**src/rtl/usart_host_pkg.sv**
```systemverilog
package usart_host_pkg;

    localparam int DATA_W = 8;
    localparam int CPB_W  = 7;
    localparam int STOP_W = 8;
    localparam int BRK_W  = 12;
    localparam int BITS_W = 4;

    typedef enum logic [1:0] {
        SEQ_FORMAT = 2'd0,
        SEQ_SYNC_A = 2'd1,
        SEQ_SYNC_B = 2'd2,
        SEQ_CMD    = 2'd3
    } seq_state_e;

    // format word; in synchronous operation stop[1] = single sync, stop[0] = external sync
    typedef struct packed {
        logic [1:0] stop;
        logic       par_even;
        logic       par_en;
        logic [1:0] len;
        logic [1:0] rate;
    } fmt_t;

    typedef struct packed {
        logic hunt;
        logic irst;
        logic rts;
        logic err_clr;
        logic brk;
        logic rx_en;
        logic dtr;
        logic tx_en;
    } cmd_t;

    typedef struct packed {
        logic dsr;
        logic syn_brk;
        logic frm;
        logic ovr;
        logic par;
        logic tx_empty;
        logic rx_rdy;
        logic tx_rdy;
    } stat_t;

    function automatic logic is_sync(fmt_t f);
        return f.rate == 2'b00;
    endfunction

    function automatic logic [CPB_W-1:0] clks_per_bit(fmt_t f);
        case (f.rate)
            2'b10:   return CPB_W'(16);
            2'b11:   return CPB_W'(64);
            default: return CPB_W'(1);
        endcase
    endfunction

    function automatic logic [BITS_W-1:0] char_bits(fmt_t f);
        return BITS_W'(5) + BITS_W'(f.len);
    endfunction

    function automatic logic [STOP_W-1:0] stop_clks(fmt_t f);
        int unsigned halves;
        if (is_sync(f)) return '0;
        case (f.stop)
            2'b01:   halves = 2;
            2'b10:   halves = 3;
            2'b11:   halves = 4;
            default: halves = 0;
        endcase
        return STOP_W'((halves * int'(clks_per_bit(f))) / 2);
    endfunction

    function automatic logic [BRK_W-1:0] brk_clks(fmt_t f);
        int unsigned frame;
        if (is_sync(f)) return '0;
        frame = (1 + int'(char_bits(f)) + int'(f.par_en)) * int'(clks_per_bit(f))
              + int'(stop_clks(f));
        return BRK_W'(2 * frame);
    endfunction

    function automatic logic [DATA_W-1:0] char_mask(fmt_t f);
        return {DATA_W{1'b1}} >> (DATA_W - int'(char_bits(f)));
    endfunction

endpackage

```
**src/rtl/usart_fmt_decode.sv**
```systemverilog
module usart_fmt_decode
    import usart_host_pkg::*;
(
    input  fmt_t              fmt,
    output logic              sync_mode,
    output logic              ext_sync,
    output logic              single_sync,
    output logic [BITS_W-1:0] bits,
    output logic              par_en,
    output logic              par_even,
    output logic [CPB_W-1:0]  cpb,
    output logic [STOP_W-1:0] stop_n,
    output logic [BRK_W-1:0]  brk_n,
    output logic [DATA_W-1:0] mask
);
    always_comb begin
        sync_mode   = is_sync(fmt);
        ext_sync    = sync_mode & fmt.stop[0];
        single_sync = sync_mode & fmt.stop[1];
        bits        = char_bits(fmt);
        par_en      = fmt.par_en;
        par_even    = fmt.par_even;
        cpb         = clks_per_bit(fmt);
        stop_n      = stop_clks(fmt);
        brk_n       = brk_clks(fmt);
        mask        = char_mask(fmt);
    end
endmodule

```
**src/rtl/usart_ctl_seq.sv**
```systemverilog
module usart_ctl_seq
    import usart_host_pkg::*;
(
    input  logic              clk,
    input  logic              rst,
    input  logic              ctl_wr,
    input  logic [DATA_W-1:0] din,
    input  logic [DATA_W-1:0] mask,
    output fmt_t              fmt_q,
    output cmd_t              cmd_q,
    output logic [DATA_W-1:0] sync_a_q,
    output logic [DATA_W-1:0] sync_b_q,
    output logic              err_clr,
    output logic              soft_rst,
    output logic              hunt_q,
    output logic              eng_rst_q
);
    seq_state_e state_q;
    fmt_t       fmt_in;
    cmd_t       cmd_in;
    logic       in_cmd;

    assign fmt_in   = fmt_t'(din);
    assign cmd_in   = cmd_t'(din);
    assign in_cmd   = ctl_wr && (state_q == SEQ_CMD);
    assign soft_rst = in_cmd && cmd_in.irst;
    assign err_clr  = in_cmd && cmd_in.err_clr && !cmd_in.irst;

    always_ff @(posedge clk) begin
        if (rst) begin
            state_q  <= SEQ_FORMAT;
            fmt_q    <= '0;
            cmd_q    <= '0;
            sync_a_q <= '0;
            sync_b_q <= '0;
        end else if (ctl_wr) begin
            unique case (state_q)
                SEQ_FORMAT: begin
                    fmt_q   <= fmt_in;
                    state_q <= (is_sync(fmt_in) && !fmt_in.stop[0]) ? SEQ_SYNC_A : SEQ_CMD;
                end
                SEQ_SYNC_A: begin
                    sync_a_q <= din & mask;
                    state_q  <= fmt_q.stop[1] ? SEQ_CMD : SEQ_SYNC_B;
                end
                SEQ_SYNC_B: begin
                    sync_b_q <= din & mask;
                    state_q  <= SEQ_CMD;
                end
                SEQ_CMD: begin
                    if (cmd_in.irst) begin
                        state_q <= SEQ_FORMAT;
                        cmd_q   <= '0;
                    end else begin
                        cmd_q         <= cmd_in;
                        cmd_q.err_clr <= 1'b0;
                        cmd_q.hunt    <= 1'b0;
                    end
                end
            endcase
        end
    end

    always_ff @(posedge clk) begin
        if (rst) begin
            hunt_q    <= 1'b0;
            eng_rst_q <= 1'b1;
        end else begin
            hunt_q    <= in_cmd && cmd_in.hunt && !cmd_in.irst && is_sync(fmt_q);
            eng_rst_q <= soft_rst;
        end
    end

    // an asynchronous format word moves straight to command state
    p_async_fmt_to_cmd_r2: assert property (@(posedge clk) disable iff (rst)
        (ctl_wr && state_q == SEQ_FORMAT && din[1:0] != 2'b00) |=> (state_q == SEQ_CMD));

    // internal reset returns to the format stage with commands cleared
    p_irst_to_format_r7: assert property (@(posedge clk) disable iff (rst)
        (ctl_wr && state_q == SEQ_CMD && din[6]) |=> (state_q == SEQ_FORMAT && cmd_q == '0));

    // a sync stage is never entered from command state
    p_no_sync_after_cmd_r5: assert property (@(posedge clk) disable iff (rst)
        (state_q == SEQ_CMD && !(ctl_wr && din[6])) |=> (state_q == SEQ_CMD));
endmodule

```
**src/rtl/usart_stat_regs.sv**
```systemverilog
module usart_stat_regs
    import usart_host_pkg::*;
(
    input  logic              clk,
    input  logic              rst,
    input  logic              soft_rst,
    input  logic              data_wr,
    input  logic [DATA_W-1:0] din,
    input  logic              cts_n,
    input  logic              dsr_n,
    input  logic              tx_en,
    input  logic              rx_en,
    input  logic              sync_mode,
    input  logic              err_clr,
    input  logic              stat_rd_end,
    input  logic              data_rd_end,
    input  logic              tx_take,
    input  logic              tx_empty,
    input  logic [DATA_W-1:0] rx_char,
    input  logic              rx_stb,
    input  logic              rx_par_err,
    input  logic              rx_frm_err,
    input  logic              sync_hit,
    input  logic              rx_break,
    output stat_t             status,
    output logic [DATA_W-1:0] tx_hold_q,
    output logic              tx_full,
    output logic              tx_cts_q,
    output logic [DATA_W-1:0] rx_hold_q
);
    logic clr;
    logic txrdy_q, rxrdy_q, par_q, ovr_q, frm_q, syn_q;
    logic rx_take;

    assign clr     = rst || soft_rst;
    assign rx_take = rx_stb && rx_en;

    always_ff @(posedge clk) begin
        if (clr) begin
            txrdy_q   <= 1'b1;
            tx_hold_q <= '0;
            tx_cts_q  <= 1'b0;
        end else if (data_wr && tx_en) begin
            txrdy_q   <= 1'b0;
            tx_hold_q <= din;
            tx_cts_q  <= !cts_n;
        end else if (tx_take) begin
            txrdy_q   <= 1'b1;
        end
    end

    always_ff @(posedge clk) begin
        if (clr) begin
            rxrdy_q   <= 1'b0;
            rx_hold_q <= '0;
            par_q     <= 1'b0;
            ovr_q     <= 1'b0;
            frm_q     <= 1'b0;
            syn_q     <= 1'b0;
        end else begin
            if (err_clr) begin
                par_q <= 1'b0;
                ovr_q <= 1'b0;
                frm_q <= 1'b0;
            end
            if (rx_take) begin
                rxrdy_q   <= 1'b1;
                rx_hold_q <= rx_char;
                if (rxrdy_q)    ovr_q <= 1'b1;
                if (rx_par_err) par_q <= 1'b1;
                if (rx_frm_err) frm_q <= 1'b1;
            end else if (data_rd_end) begin
                rxrdy_q <= 1'b0;
            end
            if (sync_hit)         syn_q <= 1'b1;
            else if (stat_rd_end) syn_q <= 1'b0;
        end
    end

    always_comb begin
        status.tx_rdy   = txrdy_q;
        status.rx_rdy   = rxrdy_q;
        status.tx_empty = tx_empty;
        status.par      = par_q;
        status.ovr      = ovr_q;
        status.frm      = frm_q;
        status.syn_brk  = sync_mode ? syn_q : rx_break;
        status.dsr      = !dsr_n;
    end
    assign tx_full = !txrdy_q;

    // an enabled transmit write leaves the holding register full
    p_txwr_clears_ready_r9: assert property (@(posedge clk) disable iff (rst)
        (data_wr && tx_en && !soft_rst) |=> !txrdy_q);

    // a strobe on an unread character flags overrun
    p_overrun_r10: assert property (@(posedge clk) disable iff (rst)
        (rx_take && rxrdy_q && !soft_rst) |=> ovr_q);

    // end of a data read with no new strobe clears receive-ready
    p_rdend_clears_r10: assert property (@(posedge clk) disable iff (rst)
        (data_rd_end && !rx_take) |=> !rxrdy_q);

    // error reset with no new strobe clears all error flags
    p_errclr_r11: assert property (@(posedge clk) disable iff (rst)
        (err_clr && !rx_take) |=> (!par_q && !ovr_q && !frm_q));
endmodule

```
**src/rtl/usart_host_regs.sv**
```systemverilog
module usart_host_regs
    import usart_host_pkg::*;
(
    input  logic              clk,
    input  logic              rst,
    input  logic              cs_n,
    input  logic              rd_n,
    input  logic              wr_n,
    input  logic              sel_ctl,
    input  logic [DATA_W-1:0] din,
    output logic [DATA_W-1:0] dout,
    output logic              dout_oe,
    input  logic              cts_n,
    input  logic              dsr_n,
    output logic              dtr_n,
    output logic              rts_n,
    output logic              txrdy,
    output logic              rxrdy,
    output logic [DATA_W-1:0] eng_tx_char,
    output logic              eng_tx_full,
    output logic              eng_tx_cts_seen,
    input  logic              eng_tx_take,
    input  logic              eng_tx_empty,
    input  logic [DATA_W-1:0] eng_rx_char,
    input  logic              eng_rx_stb,
    input  logic              eng_rx_par_err,
    input  logic              eng_rx_frm_err,
    input  logic              eng_rx_sync_hit,
    input  logic              eng_rx_break,
    output logic              cfg_sync,
    output logic              cfg_ext_sync,
    output logic              cfg_single_sync,
    output logic [BITS_W-1:0] cfg_char_bits,
    output logic              cfg_par_en,
    output logic              cfg_par_even,
    output logic [CPB_W-1:0]  cfg_clks_per_bit,
    output logic [STOP_W-1:0] cfg_stop_clks,
    output logic [BRK_W-1:0]  cfg_brk_clks,
    output logic [DATA_W-1:0] cfg_sync1,
    output logic [DATA_W-1:0] cfg_sync2,
    output logic              tx_en,
    output logic              rx_en,
    output logic              send_break,
    output logic              hunt_req,
    output logic              eng_rst
);
    logic wr_act, wr_prev, wr_stb, ctl_wr, data_wr;
    logic rd_act, rd_prev, rd_sel_q, rd_end;
    logic err_clr, soft_rst;
    logic [DATA_W-1:0] mask, rx_hold;
    fmt_t  fmt_q;
    cmd_t  cmd_q;
    stat_t status;

    assign wr_act  = !cs_n && !wr_n;
    assign rd_act  = !cs_n && !rd_n;
    assign wr_stb  = wr_act && !wr_prev;
    assign ctl_wr  = wr_stb && sel_ctl;
    assign data_wr = wr_stb && !sel_ctl;
    assign rd_end  = rd_prev && !rd_act;

    always_ff @(posedge clk) begin
        if (rst) begin
            wr_prev  <= 1'b0;
            rd_prev  <= 1'b0;
            rd_sel_q <= 1'b0;
        end else begin
            wr_prev <= wr_act;
            rd_prev <= rd_act;
            if (rd_act && !rd_prev) rd_sel_q <= sel_ctl;
        end
    end

    usart_fmt_decode u_dec (
        .fmt(fmt_q), .sync_mode(cfg_sync), .ext_sync(cfg_ext_sync),
        .single_sync(cfg_single_sync), .bits(cfg_char_bits), .par_en(cfg_par_en),
        .par_even(cfg_par_even), .cpb(cfg_clks_per_bit), .stop_n(cfg_stop_clks),
        .brk_n(cfg_brk_clks), .mask(mask)
    );

    usart_ctl_seq u_seq (
        .clk(clk), .rst(rst), .ctl_wr(ctl_wr), .din(din), .mask(mask),
        .fmt_q(fmt_q), .cmd_q(cmd_q), .sync_a_q(cfg_sync1), .sync_b_q(cfg_sync2),
        .err_clr(err_clr), .soft_rst(soft_rst), .hunt_q(hunt_req), .eng_rst_q(eng_rst)
    );

    usart_stat_regs u_stat (
        .clk(clk), .rst(rst), .soft_rst(soft_rst), .data_wr(data_wr), .din(din),
        .cts_n(cts_n), .dsr_n(dsr_n), .tx_en(cmd_q.tx_en), .rx_en(cmd_q.rx_en),
        .sync_mode(cfg_sync), .err_clr(err_clr),
        .stat_rd_end(rd_end && rd_sel_q), .data_rd_end(rd_end && !rd_sel_q),
        .tx_take(eng_tx_take), .tx_empty(eng_tx_empty), .rx_char(eng_rx_char),
        .rx_stb(eng_rx_stb), .rx_par_err(eng_rx_par_err), .rx_frm_err(eng_rx_frm_err),
        .sync_hit(eng_rx_sync_hit), .rx_break(eng_rx_break), .status(status),
        .tx_hold_q(eng_tx_char), .tx_full(eng_tx_full), .tx_cts_q(eng_tx_cts_seen),
        .rx_hold_q(rx_hold)
    );

    assign dout       = sel_ctl ? DATA_W'(status) : rx_hold;
    assign dout_oe    = rd_act;
    assign dtr_n      = !cmd_q.dtr;
    assign rts_n      = !cmd_q.rts;
    assign tx_en      = cmd_q.tx_en;
    assign rx_en      = cmd_q.rx_en;
    assign send_break = cmd_q.brk;
    assign txrdy      = status.tx_rdy && !cts_n && cmd_q.tx_en;
    assign rxrdy      = status.rx_rdy;

    // hunt pulses appear only in synchronous operation
    p_hunt_sync_only_r6: assert property (@(posedge clk) disable iff (rst)
        hunt_req |-> cfg_sync);
endmodule

```
**config.mk**
```make
export PLATFORM = sky130hd
export DESIGN_NAME = usart_host_regs
export DESIGN_NICKNAME = d
export VERILOG_FILES = /design/src/rtl/usart_host_pkg.sv /design/src/rtl/usart_fmt_decode.sv /design/src/rtl/usart_ctl_seq.sv /design/src/rtl/usart_stat_regs.sv /design/src/rtl/usart_host_regs.sv
export SDC_FILE = /design/constraint.sdc
export NUM_CORES = 1
export LEC_CHECK = 0
export BUFFER_PORTS_ARGS = -buffer_cell sky130_fd_sc_hd__buf_2
export CAP_MARGIN = 20
export CORE_UTILIZATION = 40
export CTS_CLUSTER_DIAMETER = 200
export DETAILED_ROUTE_END_ITERATION = 10
export PLACE_DENSITY = 0.7
export SLEW_MARGIN = 10
export SYNTH_ARGS = -nofsm -noshare
export SYNTH_HDL_FRONTEND = slang
export SYNTH_HIERARCHICAL = 1
export SYNTH_SLANG_ARGS = --single-unit
export TNS_END_PERCENT = 100
```
**constraint.sdc**
```tcl
create_clock -name clk -period 4.1 [get_ports clk]
set_clock_uncertainty 0.1 [all_clocks]
set_input_delay 0.82 -clock clk [delete_from_list [all_inputs] [get_ports clk]]
set_output_delay 0.82 -clock clk [all_outputs]
set_load 0.01 [all_outputs]
```
=== Word level (Yosys, flattened, before mapping) ===
Index checks and enable logic that the tools add are counted.

* Register bits: 59
* Input bits: 31
* Output and inout bits: 80
* Word-level logic and storage cells: 133

* Add/subtract/negate cells: 5
* $mul: 3
* Eq/ne operators: 9
* Shift-type cells: 1
* Multiplexer cells: 38
* Bitwise operators: 3
* Reduce and logical (&&, ||, !) cells: 47

{| class="wikitable"
|+ Operators by type and width
! kind !! number
|-
| $mux W32 || 3
|-
| $mul A32 B7 Y9 || 2
|-
| $mux W8 || 5
|-
| $add A32 B2 Y32 || 1
|-
| $mul A32 B8 Y11 || 1
|-
| $shr A8 B32 Y8 const A || 1
|-
| $mux W12 || 2
|-
| $logic_and A1 B1 Y1 || 21
|-
| $mux W7 || 3
|-
| $mux W1 || 19
|-
| $logic_not A1 Y1 || 14
|-
| $pmux W7 S2 || 1
|-
| $eq A2 B2 Y1 const B || 6
|-
| $add A11 B9 Y11 || 1
|-
| $reduce_and A2 Y1 || 5
|-
| $pmux W3 S3 || 1
|-
| $and A8 B8 Y8 || 1
|-
| $pmux W2 S4 || 1
|-
| $logic_not A2 Y1 || 3
|-
| $mux W6 || 1
|-
| $reduce_bool A2 Y1 || 3
|-
| $add A1 B4 Y5 const A || 1
|-
| $sub A4 B4 Y5 const A || 1
|-
| $add A3 B2 Y4 const A || 1
|-
| other kinds (5) || 8
|}

=== Depth between registers and ports, before layout ===
* Depth after elaboration: 10
* Mapped depth: 13
* Depth with buffers taken out: 12

=== By module ===
The synthesis kept the hierarchy.

{| class="wikitable"
|+ Modules (own cells, without submodules)
! module !! times used !! cells each !! area an instance (µm²)
|-
| usart_ctl_seq || 1 || 163 || 1391.3
|-
| usart_stat_regs || 1 || 111 || 1121.1
|-
| usart_fmt_decode || 1 || 146 || 1103.6
|-
| usart_host_regs || 1 || 25 || 239.0
|}

=== Least setup slack after synthesis ===
No wires, ideal clock.

* Path type: register to output
* Start point: register u_seq/fmt_q[2] (netlist name)
* End point: output cfg_brk_clks[11]
* Data arrival time: 3.207 ns
* Setup slack: -0.027 ns
* Cell stages (with the launch flop): 12
* Path buffers: 0
* Cell sequence: dfxtp_1 > inv_1 > fa_1 > nor2_1 > ha_1 > ha_1 > ha_1 > ha_1 > a211o_1 > a2111oi_1 > mux2i_1 > o311ai_1

* Word-level cells in the longest chain between the ends: 6

{| class="wikitable"
|+ Ends and longest elaborated chain
! what !! line !! text
|-
| $add A3 B2 Y4 || -- ||
|-
| named net cfg_char_bits[0] || usart_host_regs.sv:33 || <nowiki>output logic [BITS_W-1:0] cfg_char_bits,</nowiki>
|-
| $add A1 B4 Y5 || usart_host_pkg.sv:78 || <nowiki>frame = (1 + int'(char_bits(f)) + int'(f.par_en)) * int'(clks_per_bit(f))</nowiki>
|-
| $add A32 B2 Y32 || usart_host_pkg.sv:78 ||
|-
| $mul A32 B8 Y11 || usart_host_pkg.sv:78 ||
|-
| $add A11 B9 Y11 || usart_host_pkg.sv:79 || <nowiki>+ int'(stop_clks(f));</nowiki>
|-
| $mux W12 || usart_host_pkg.sv:78 ||
|-
| end: declaration || usart_host_regs.sv:38 || <nowiki>output logic [BRK_W-1:0] cfg_brk_clks,</nowiki>
|}

The timed path passes the listed nets, and every way through them passes these cells.

=== Worst setup path in the final report ===
* Start point: register u_seq/fmt_q[2] (netlist name)
* End point: output cfg_brk_clks[11]

* Word-level cells in the longest chain between the ends: 6

{| class="wikitable"
|+ Ends and longest elaborated chain
! what !! line !! text
|-
| $add A3 B2 Y4 || usart_host_pkg.sv:60 || <nowiki>return BITS_W'(5) + BITS_W'(f.len);</nowiki>
|-
| $add A1 B4 Y5 || usart_host_pkg.sv:78 ||
|-
| $add A32 B2 Y32 || usart_host_pkg.sv:78 ||
|-
| $mul A32 B8 Y11 || usart_host_pkg.sv:78 ||
|-
| $add A11 B9 Y11 || usart_host_pkg.sv:79 ||
|-
| $mux W12 || usart_host_pkg.sv:78 ||
|}

Every way passes these cells.

==> results.tsv <==
metric	value	unit
status	complete, but fails checks	
violated checks	negative setup slack	
share of cells above drive strength 1	40.59	%
CTS tree	built	
CTS Sinks	59	
Placed Instance Area	0.004374	mm²
design area	0.004741	mm²
Routed WL	9.590	mm
Clock Tree Root	clkbuf_8	
Slowest cell on crit path	fa_1	
Tot GR Track Use	19.86	%
first-pass GRT wire length	15.80	mm
Slew @ Worst Pin	0.7436	ns
final hold viol count	0	
Core Box Area	0.009240	mm²
Boundary Pins	111	
CP max FO	2	
delay-heaviest family, CP	adder cells	
I/O Buffers	104	
CTS Hold Bufs	0	
register area	0.001184	mm²
drt first pass iters	5	
footprint of the multi-input gates	0.002444	mm²
worst-path cell chain	buf_6 -> inv_4 -> fa_1 -> nor2_1 -> ha_1 -> ha_4 -> ha_4 -> ha_4 -> a211o_1 -> a2111oi_4 -> mux2i_1 -> o311ai_1 -> buf_2	
die area	0.009967	mm²
Synth Instances	441	
Clock Path Buffers	2	
max_slew headroom	50.36	%
Inserted Clock Buffers	9	
area grow syn2layout	23.82	%
Final WS setup	-0.3527	ns
fin nets	607	
Die H	99.84	µm
RSZ-0062 raised after global routing	true	
Ant. Diodes	0	
# setup viols final	3	
pwr/cell area	249.5	mW/mm²
routed via count	3421	
CP peak stage delay	0.54	ns
Peak Freq	224.6	MHz
Placer Congestion	0.8968	
Yosys warning total	6	
Fillers	925	
vias per inst	5.098	
Max VDD drop	0.1679	mV
initial drt markers	139	
Die X	99.84	µm
sw frac	25.76	%
Slew Limit Fails	0	
Max-Cap Viols	0	
vias in the first global route	3182	
net switching power	0.3047	mW
sequential power share	49.4	%
gr ovfl total	0	
Crit path arrival time	3.53	ns
largest net degree at the start of global routing	38	
Top cell by count, worst path	ha_4	
Pleak	2.138	nW
drt drc	0	
Logic pwr share	12.1	%
Syn Std Cell Area	0.003829	mm²
TNS Setup	-0.7557	ns
Buf/Inv on CP	3	
Worst setup EP type	output port	
row cnt	35	
Initial Util	41.44	%
final core occ	51.31	%
antenna viol nets, final	0	
Avg WL per Cell	14.29	µm
Final Cycle Share	108.6	%
type of origin of the critical path	flip-flop	
Hold Path Class	flip-flop to flip-flop	
worst path required time	3.18	ns
clock slew at reported path FFs	0.06	ns
later-pin clock latency in the skew report	0.33	ns
initial antenna violation count	0	
Clock power frac	38.4	%
dpl hpwl	6.935	mm
htree depth	3	
Mean Syn Cell Area	8.682	µm²
min Tclk post-route	4.453	ns
Int Pwr	0.8781	mW
setup slack after placement	-0.1816	ns
WS Path Type	flip-flop to output port	
-- through the flow --
step                cells  total power [mW]  hold slack, ns
finish                671             1.183          0.3508
floorplan             446            0.6856          0.3319
detailed placement    651            0.7324          0.3451
global placement      651            0.7294          0.3438
global route          671             1.243          0.3756
CTS                   669             1.200          0.3539
-- timing repair --
item / in CTS / in global routing
pin swaps: 16 / 13
endpoints found under the setup margin: 4 / 5
setup buffers: 5 / 4
gates resized for setup: 24 / 4
-- cells in the final DEF, fill, tap and decap left out, types with 3 or more instances in the layout --
| cell | instances |
|---|---|
| ha_4 | 8 |
| dfxtp_1 | 57 |
| nor2b_1 | 8 |
| nand4b_1 | 5 |
| buf_2 | 104 |
| nand2b_1 | 7 |
| nor3b_1 | 3 |
| a21oi_2 | 21 |
| and3_1 | 4 |
| and2_1 | 6 |
| mux2_2 | 9 |
| nand4_1 | 17 |
| a21oi_1 | 34 |
| nor3_1 | 7 |
| or2_1 | 3 |
| o21a_1 | 4 |
| conb_1 | 6 |
| nand3_1 | 28 |
| nand2_1 | 37 |
| mux2i_1 | 4 |
| o21ai_0 | 3 |
| a21bo_2 | 16 |
| nor2_1 | 20 |
| inv_2 | 5 |
| xor2_1 | 3 |
| ha_1 | 25 |
| clkinv_2 | 3 |
| buf_4 | 22 |
| clkbuf_8 | 11 |
| xnor2_1 | 3 |
| inv_1 | 17 |
| or4b_1 | 3 |
-- worst register-to-register path, stage by stage (launching register included) --
cell	delay (ns)
dfxtp_2	0.36
buf_6	0.11
buf_4	0.09
buf_4	0.11
ha_1	0.24
inv_1	0.06
ha_1	0.40
nor2b_1	0.25
and2_1	0.18
nand4_1	0.10
a21oi_1	0.15
-- state kept, by name, summed over array words and instances (netlist names) --
register and cells:
u_seq/cmd_q 5, u_seq/sync_a_q 8, u_seq/sync_b_q 8, u_stat/ovr_q 1, u_seq/state_q 2, rd_sel_q 1, u_seq/eng_rst_q 1, u_stat/tx_hold_q 8
u_stat/syn_q 1, u_stat/par_q 1, u_stat/txrdy_q 1, wr_prev 1, u_stat/rx_hold_q 8, u_stat/frm_q 1, u_seq/hunt_q 1, u_seq/fmt_q 8
rd_prev 1, u_stat/rxrdy_q 1, u_stat/tx_cts_q 1
-- layer usage --
layer,track usage [%],share of wire (%),up-vias
li1,-,-,1720
met1,27.42,46,1578
met2,31.03,48,111
met3,2.507,4.9,12
met4,8.824,1.5,0
met5,0,0,-
-- layout make-up --
cell class                      instances  area share, %
Multi-Input combinational cell        319          51.54
Sequential cell                        59          24.97
Timing Repair Buffer                  127          14.70
Tap cell                              129          3.405
Clock buffer                           11          3.193
Inverter                               23          1.874
Clock inverter                          3         0.3167
-- power groups by stage --
stage	clock (mW)	sequential, mW	combinational, mW
floorplan	0	0.597	0.0884
CTS	0.471	0.585	0.145
finish	0.454	0.585	0.144
detailed placement	0	0.597	0.135
global route	0.499	0.585	0.159
global placement	0	0.597	0.132
-- worst paths after layout --
path,slack [ns],to,start,depth (start not counted)
max,-0.35,cfg_brk_clks[11],u_seq/fmt_q[2]$_SDFFE_PP0P_,13
min,0.35,u_seq/sync_a_q[6]$_SDFFE_PP0P_,u_seq/sync_a_q[6]$_SDFFE_PP0P_,2
max reg2reg,1.86,u_seq/sync_b_q[6]$_SDFFE_PP0P_,u_seq/fmt_q[2]$_SDFFE_PP0P_,10
min reg2reg,0.35,u_seq/sync_a_q[6]$_SDFFE_PP0P_,u_seq/sync_a_q[6]$_SDFFE_PP0P_,2
Note: power is estimated with default switching activity, not from simulation.
